**config.mk**
```make
export PLATFORM = sky130hd
export DESIGN_NAME = spi_mem_slave
export DESIGN_NICKNAME = d
export VERILOG_FILES = /design/src/rtl/spi_mem_pkg.sv /design/src/rtl/spi_mem_status.sv /design/src/rtl/spi_mem_ram.sv /design/src/rtl/spi_mem_slave.sv
export SDC_FILE = /design/constraint.sdc
export NUM_CORES = 2
export LEC_CHECK = 0
export BUFFER_PORTS_ARGS = -buffer_cell sky130_fd_sc_hd__buf_2
export CAP_MARGIN = 20
export CORE_ASPECT_RATIO = 1.2
export CORE_MARGIN = 5
export CORE_UTILIZATION = 63
export CTS_CLUSTER_SIZE = 24
export DETAILED_ROUTE_END_ITERATION = 10
export PLACE_DENSITY = 0.79
export SETUP_SLACK_MARGIN = 0.02
export SYNTH_ARGS = -nofsm -noshare
export SYNTH_HDL_FRONTEND = slang
export SYNTH_SLANG_ARGS = --single-unit
```
**constraint.sdc**
```tcl
create_clock -name clk -period 2.8 [get_ports clk]
set_input_delay 0.56 -clock clk [delete_from_list [all_inputs] [get_ports clk]]
set_output_delay 0.56 -clock clk [all_outputs]
set_load 0.03 [all_outputs]
```
**src/rtl/spi_mem_pkg.sv**
```systemverilog
package spi_mem_pkg;
  typedef enum logic [1:0] {
    PH_OPC  = 2'd0,
    PH_ADDR = 2'd1,
    PH_DATA = 2'd2
  } phase_e;

  localparam logic [7:0] OP_WRITE = 8'h02;
  localparam logic [7:0] OP_READ  = 8'h03;
  localparam logic [7:0] OP_WRDIS = 8'h04;
  localparam logic [7:0] OP_STAT  = 8'h05;
  localparam logic [7:0] OP_WREN  = 8'h06;

  localparam int ADDR_BYTES = 3;
  localparam int ADDR_BITS  = 8 * ADDR_BYTES;
endpackage

```
**src/rtl/spi_mem_status.sv**
```systemverilog
module spi_mem_status #(
  parameter int WE_BIT = 1
) (
  input  logic       clk,
  input  logic       rst,
  input  logic       set_we,
  input  logic       clr_we,
  output logic       we_bit,
  output logic [7:0] status
);
  logic we_q;

  always_ff @(posedge clk) begin
    if (rst) begin
      we_q <= 1'b0;
    end else if (set_we) begin
      we_q <= 1'b1;
    end else if (clr_we) begin
      we_q <= 1'b0;
    end
  end

  always_comb begin
    status         = 8'h00;
    status[WE_BIT] = we_q;
  end

  assign we_bit = we_q;
endmodule

```
**src/rtl/spi_mem_ram.sv**
```systemverilog
module spi_mem_ram #(
  parameter int DW    = 8,
  parameter int DEPTH = 256,
  localparam int AW   = (DEPTH > 1) ? $clog2(DEPTH) : 1
) (
  input  logic          clk,
  input  logic          wr_en,
  input  logic [AW-1:0] addr,
  input  logic [DW-1:0] wr_data,
  output logic [DW-1:0] rd_data
);
  logic [DW-1:0] mem [DEPTH];

  always_ff @(posedge clk) begin
    if (wr_en) begin
      mem[addr] <= wr_data;
    end
    rd_data <= mem[addr];
  end
endmodule

```
**src/rtl/spi_mem_slave.sv**
```systemverilog
module spi_mem_slave
  import spi_mem_pkg::*;
#(
  parameter int DEPTH = 256,
  localparam int AW   = (DEPTH > 1) ? $clog2(DEPTH) : 1
) (
  input  logic       clk,
  input  logic       rst,
  input  logic       cs_active,
  input  logic       byte_valid,
  input  logic [7:0] byte_in,
  output logic       resp_valid,
  output logic [7:0] resp_byte
);
  phase_e                phase_q;
  logic [1:0]            acnt_q;
  logic [7:0]            opcode_q;
  logic [ADDR_BITS-1:0]  addr_q;
  logic                  resp_valid_q;
  logic                  resp_ram_q;
  logic [7:0]            resp_misc_q;
  logic [7:0]            ram_q;
  logic [7:0]            status;
  logic                  we_bit;

  logic fire, data_fire;
  logic op_rd, op_wr, op_we, op_wd, op_st;

  assign fire      = cs_active & byte_valid;
  assign data_fire = fire && (phase_q == PH_DATA);
  assign op_rd     = (opcode_q == OP_READ);
  assign op_wr     = (opcode_q == OP_WRITE);
  assign op_we     = (opcode_q == OP_WREN);
  assign op_wd     = (opcode_q == OP_WRDIS);
  assign op_st     = (opcode_q == OP_STAT);

  // command sequencing
  always_ff @(posedge clk) begin
    if (rst) begin
      phase_q  <= PH_OPC;
      acnt_q   <= 2'd0;
      opcode_q <= 8'h00;
      addr_q   <= '0;
    end else if (!cs_active) begin
      phase_q <= PH_OPC;
      acnt_q  <= 2'd0;
    end else if (byte_valid) begin
      unique case (phase_q)
        PH_OPC: begin
          opcode_q <= byte_in;
          addr_q   <= '0;
          acnt_q   <= 2'd0;
          phase_q  <= PH_ADDR;
        end
        PH_ADDR: begin
          addr_q <= {addr_q[ADDR_BITS-9:0], byte_in};
          acnt_q <= acnt_q + 2'd1;
          if (acnt_q == 2'(ADDR_BYTES - 1)) begin
            phase_q <= PH_DATA;
          end
        end
        PH_DATA: begin
          if (op_rd || op_wr) begin
            addr_q <= addr_q + 1'b1;
          end
        end
        default: phase_q <= PH_OPC;
      endcase
    end
  end

  // response registers
  always_ff @(posedge clk) begin
    if (rst) begin
      resp_valid_q <= 1'b0;
      resp_ram_q   <= 1'b0;
      resp_misc_q  <= 8'h00;
    end else begin
      resp_valid_q <= fire;
      resp_ram_q   <= data_fire && op_rd;
      resp_misc_q  <= (data_fire && op_st) ? status : 8'h00;
    end
  end

  spi_mem_status #(.WE_BIT(1)) u_status (
    .clk    (clk),
    .rst    (rst),
    .set_we (data_fire && op_we),
    .clr_we (data_fire && op_wd),
    .we_bit (we_bit),
    .status (status)
  );

  spi_mem_ram #(.DW(8), .DEPTH(DEPTH)) u_ram (
    .clk     (clk),
    .wr_en   (data_fire && op_wr && we_bit),
    .addr    (addr_q[AW-1:0]),
    .wr_data (byte_in),
    .rd_data (ram_q)
  );

  assign resp_valid = resp_valid_q;
  assign resp_byte  = resp_ram_q ? ram_q : resp_misc_q;
endmodule

```
# Word level (Yosys, flattened, before mapping)
# Memory sizes are Yosys's and may differ from the RTL's. A register that Yosys moved wholly into a read port is not among the register bits.
# Index checks and enable logic that the tools add are counted.
# totals
regBits	47
ram_bits	2048
out_inout_bits	9
elab_cells	54
mem_count	1
# mem_list
name	words	word_bits	read_ports	rd_ports_with_merged_regs	wr	line	rtl
u_ram.mem	256	8	1	1	1	spi_mem_ram.sv:12	logic [DW-1:0] mem [DEPTH];
# classes
n_addsub	2
eq_ne	10
n_mux	10
n_bitwise	4
reduce_logical	18
# ops
operator	count
$pmux 24 s3	1
$add 24x1->24 const B	1
$eq 8x3->1 const B	3
$mux 24	1
$eq 8x2->1 const B	2
$mux 8	1
$logic_and 1x1->1	7
$pmux 2 s3	1
$reduce_and 3->1	2
$eq 2x2->1 const B	2
$mux 1	4
$pmux 2 s2	1
$reduce_and 4->1	1
$reduce_bool 2->1	2
$reduce_or 2->1	2
$not 1->1	3
$reduce_bool 3->1	1
$add 2x1->2 const B	1
$eq 2x1->1 const B	1
$logic_not 2->1	1
$mux 2	1
$ne 2x1->1 const B	1
$ne 2x2->1 const B	1
$reduce_and 2->1	1
other kinds (2)	2

# Longest topological paths before layout
# logic_depth
depth_word	6
depth_mapped	10
depth_no_buf	7

# Cells and area by module
# From an unflattened synthesis, not the netlist that was laid out.
# hier_totals
hier_cells	3726
area_unflattened_um2	80126.8
# modules_own_cells
module	n_inst	cells_per_inst	area_per_inst_um2	seq_area_each_um2
spi_mem_ram	1	3547	78492.8	61659.1
spi_mem_slave	1	166	1531.5	600.6
spi_mem_status	1	13	102.6	20.0

# Worst setup path before layout
# No wires, ideal clock.
# synth_path
path_type	input-to-reg
start	in byte_valid
end	mem u_ram.mem[104][0], enable pin
t_arrival_ns	2.200
required_time_ns	2.430
setup_slack_ns	0.230
cell_stages	7
n_path_buf	2
cell_sequence	clkbuf_1 > nand3_1 > nor4_2 > and2_1 > nand2_1 > clkbuf_1 > nor2_1
# synth_between
elab_chain_cells	6
# synth_rtl
element	line	rtl
from (decl)	spi_mem_slave.sv:10	input logic byte_valid,
$and 1x1->1	spi_mem_slave.sv:29	assign fire = cs_active & byte_valid;
$logic_and 1x1->1	spi_mem_slave.sv:30	assign data_fire = fire && (phase_q == PH_DATA);
$logic_and 1x1->1 (2 in series)	spi_mem_slave.sv:96	.wr_en (data_fire && op_wr && we_bit),
$mux 1	spi_mem_ram.sv:15	if (wr_en) begin
$mux 1 (implied by the code)	spi_mem_ram.sv:16	mem[addr] <= wr_data;
to (decl)	spi_mem_ram.sv:12	
# Every way passes these cells.

==> metrics.yaml <==
period_needed_ps: 2980
grt_pass1_vias: 44200
yosysSeqAreaShare_pct: 78.0
cp.arrival_ps: 3670
skew_ps: 31.2
ant_nets: 0
drc: 0
avgSynthCellArea_um2: 21.6
path_cells: "buf_8 > bufbuf_16 > buf_6 > mux4_2 > a22oi_1 > a21oi_1 > o41ai_4 > buf_4 > nand4_1"
final_cell_count_no_fill: 6001
fin_nets: 4196
fin_ws_ps: -181
drt-pass1-iter-count: 6
cp_max_fo: 7
initial_core_util_pct: 63.2
relSlewSlack_pct: 13.8
clk_pin_slew_ps: 70
io_buffer_count: 20
totalWireLength_mm: 227
cts_tree: "done"
num_rows: 143
critPathCaptureType: "flop"
vias_per_cell: 7.32
cts_hold_buf: 0
dieHeight_um: 400
hold_path.class: "in2reg"
grt_pass1_wl_mm: 318
vias: 43900
syn-cell-area_um2: 79700
synth_commonest_cells: "edfxtp_1, mux4_2, nor2_1"
yosys.cell_types.count: 41
path_buf_inv: 4
cts_sinks: 2080
finalSetupViolations: 15
first_iter_violations: 7552
clock_latency_ps: 840
clockBufferDepth: 3
status: "finished, violations left"
drv_cap: 0
numCtsBuffers: 184
power_mw: 60.6
synth_edf_count: 2048
core_um2: 126000
ys.flop_type: "edfxtp_1"
ir_worst_vdd_mv: 0.633
leakage_nw: 28.9
antenna_found_initial: 7
netlist_instances: 3692
cp-start-kind: "flop"
hold_viol: 0
grt_max_degree: 107
area_delta_synth_final_pct: 17.2
dp_cells: 5594
die_x_um: 335
dp.final_hpwl_mm: 120
crit_family: "compound AO/OA/AOI/OAI gates"
wire_per_inst_um: 37.8
synth_top_area_cell: "edfxtp_1"
gr-usage-all-layers_pct: 33.6
slowest_delay_ps: 510
rsz0062_at_grt: "yes"
ys_ff_latch: 2080
cts_max_level: 4
synth_top_area_share_pct: 77.2
postSynth.asyncResetShare_pct: 0
place.gp.congestion: 0.874
max_freq_ghz: 0.335
maxSlewViolCount: 0
powerDensity_nw_per_um2: 648
critical_path_required_ps: 3490
die_area_um2: 134000
violations: "setup timing"
io_pins: 21
min_period_over_period_pct: 106
synth_area_leaders: "edfxtp_1, mux4_2, a22oi_1"
worst_pin_slew_ps: 1290
post_dp_cell_area_um2: 85300
path_class: "reg2reg"
synth_most_common_cell: "edfxtp_1"
syn-num-nets: 3713
dp_slack_ps: -613
grt_overflow: 0
layout-drive-gt1-share_pct: 36.4
synth_warnings: 0
crit_slowest_cell: "mux4_2"
cts_root_buf: "clkbuf_16"
whs_ps: 164
stdcell_area_um2: 93400
fill_cells: 6182
final cells by class:
type	instances	area, µm²	share of cell area, %
antenna	3	7.51	0.00803
clock buffer	227	4890	5.23
clock inverter	115	1080	1.16
inverter	11	41.3	0.0442
multi-input combinational	1367	17600	18.9
sequential	2080	62100	66.5
tap	1667	2090	2.23
timing repair buffer	531	5540	5.93
layout by cell type (no fill, tap or decap), types with 5 or more instances in the layout:
master | Yosys | final
clkbuf_1 | 139 | 35
clkbuf_16 | 0 | 192
clkinvlp_4 | 0 | 6
a22oi_1 | 253 | 189
bufinv_16 | 0 | 18
mux4_2 | 512 | 512
nand4_1 | 10 | 10
clkinv_2 | 0 | 39
a22oi_2 | 3 | 67
nor3_1 | 5 | 5
buf_8 | 0 | 5
nor2_4 | 0 | 15
o41ai_4 | 0 | 11
nor2_1 | 278 | 178
nand2_2 | 0 | 15
nand3_1 | 16 | 14
buf_2 | 36 | 12
nor2b_1 | 7 | 5
buf_16 | 0 | 21
buf_12 | 0 | 69
buf_4 | 8 | 395
nand2_1 | 43 | 26
buf_6 | 21 | 14
o41ai_2 | 0 | 19
dfxtp_1 | 32 | 28
nor2_2 | 0 | 86
edfxtp_1 | 2048 | 2048
a21oi_1 | 140 | 108
inv_1 | 11 | 11
clkbuf_8 | 0 | 11
clkinv_8 | 0 | 5
and2_1 | 14 | 10
o21ai_0 | 8 | 8
a21oi_2 | 0 | 31
mux2i_1 | 10 | 10
clkinv_1 | 0 | 39
ha_1 | 9 | 8
per-stage QoR:
stage                     utilization [%]  setup TNS [ps]
after floorplan                         -               0
after global placement               67.6         -211360
after detailed placement             67.6         -255270
after CTS                            73.4            -167
after global routing                 74.1           -1000
final                                74.1           -1110
sequential cells by signal, summed over array words and instances (netlist names):
name and count:
u_ram.rd_data 8, opcode_q 8, acnt_q 2, addr_q 8, u_status.we_bit 1, u_ram.mem 2048
resp_valid 1, resp_misc_q 1, phase_q 2, resp_ram_q 1
cell families (layout without fill, tap and decap cells):
group,count (synthesis),after routing,share of synthesized area (%)
DFF,2080,2080,78.0
muxes,523,523,14.6
AOI/OAI and AO/OA,444,444,3.79
and+or+nand+nor,387,388,2.02
buffers and inverters,246,884,1.45
adders and majority gates,9,9,0.141
xor gates and xnor gates,3,3,0.0330
other,0,3,0
per-layer routing:
| layer | share of wire (%) | wire (µm) | track usage, % | vias up |
|---|---|---|---|---|
| li1 | - | - | - | 16500 |
| met1 | 31 | 70200 | 41.3 | 22300 |
| met2 | 49 | 112000 | 55.1 | 4142 |
| met3 | 12 | 26400 | 7.85 | 957 |
| met4 | 7.9 | 17900 | 20.4 | 4 |
| met5 | 0.0093 | 21 | 0 | - |
power by group:
| group | switching, mW | total [mW] | internal, mW | leakage [nW] |
|---|---|---|---|---|
| sequential | 0.00549 | 34.2 | 34.2 | 18.7 |
| clock | 11.5 | 25.6 | 14.1 | 2.93 |
| combinational | 0.660 | 0.810 | 0.151 | 7.33 |
worst paths after layout:
path | startpoint | end | slack, ps | cells after the start
max | addr_q[0]$_SDFFE_PP0P_ | u_ram.rd_data[2]$_DFF_P_ | -180 | 9
min | byte_in[3] | u_ram.mem[2][3]$_DFFE_PP_ | 160 | 1
max reg2reg | addr_q[0]$_SDFFE_PP0P_ | u_ram.rd_data[2]$_DFF_P_ | -180 | 9
min reg2reg | opcode_q[4]$_SDFFE_PP0P_ | opcode_q[4]$_SDFFE_PP0P_ | 520 | 2
repair_timing:
item	4_1_cts	5_1_grt
endpoints found under the setup margin	1031	326
pin swaps	16	32
resized for setup	191	120
gates cloned	10	6
setup buffers	18	29
No activity file was read; power rests on OpenSTA's default activity.
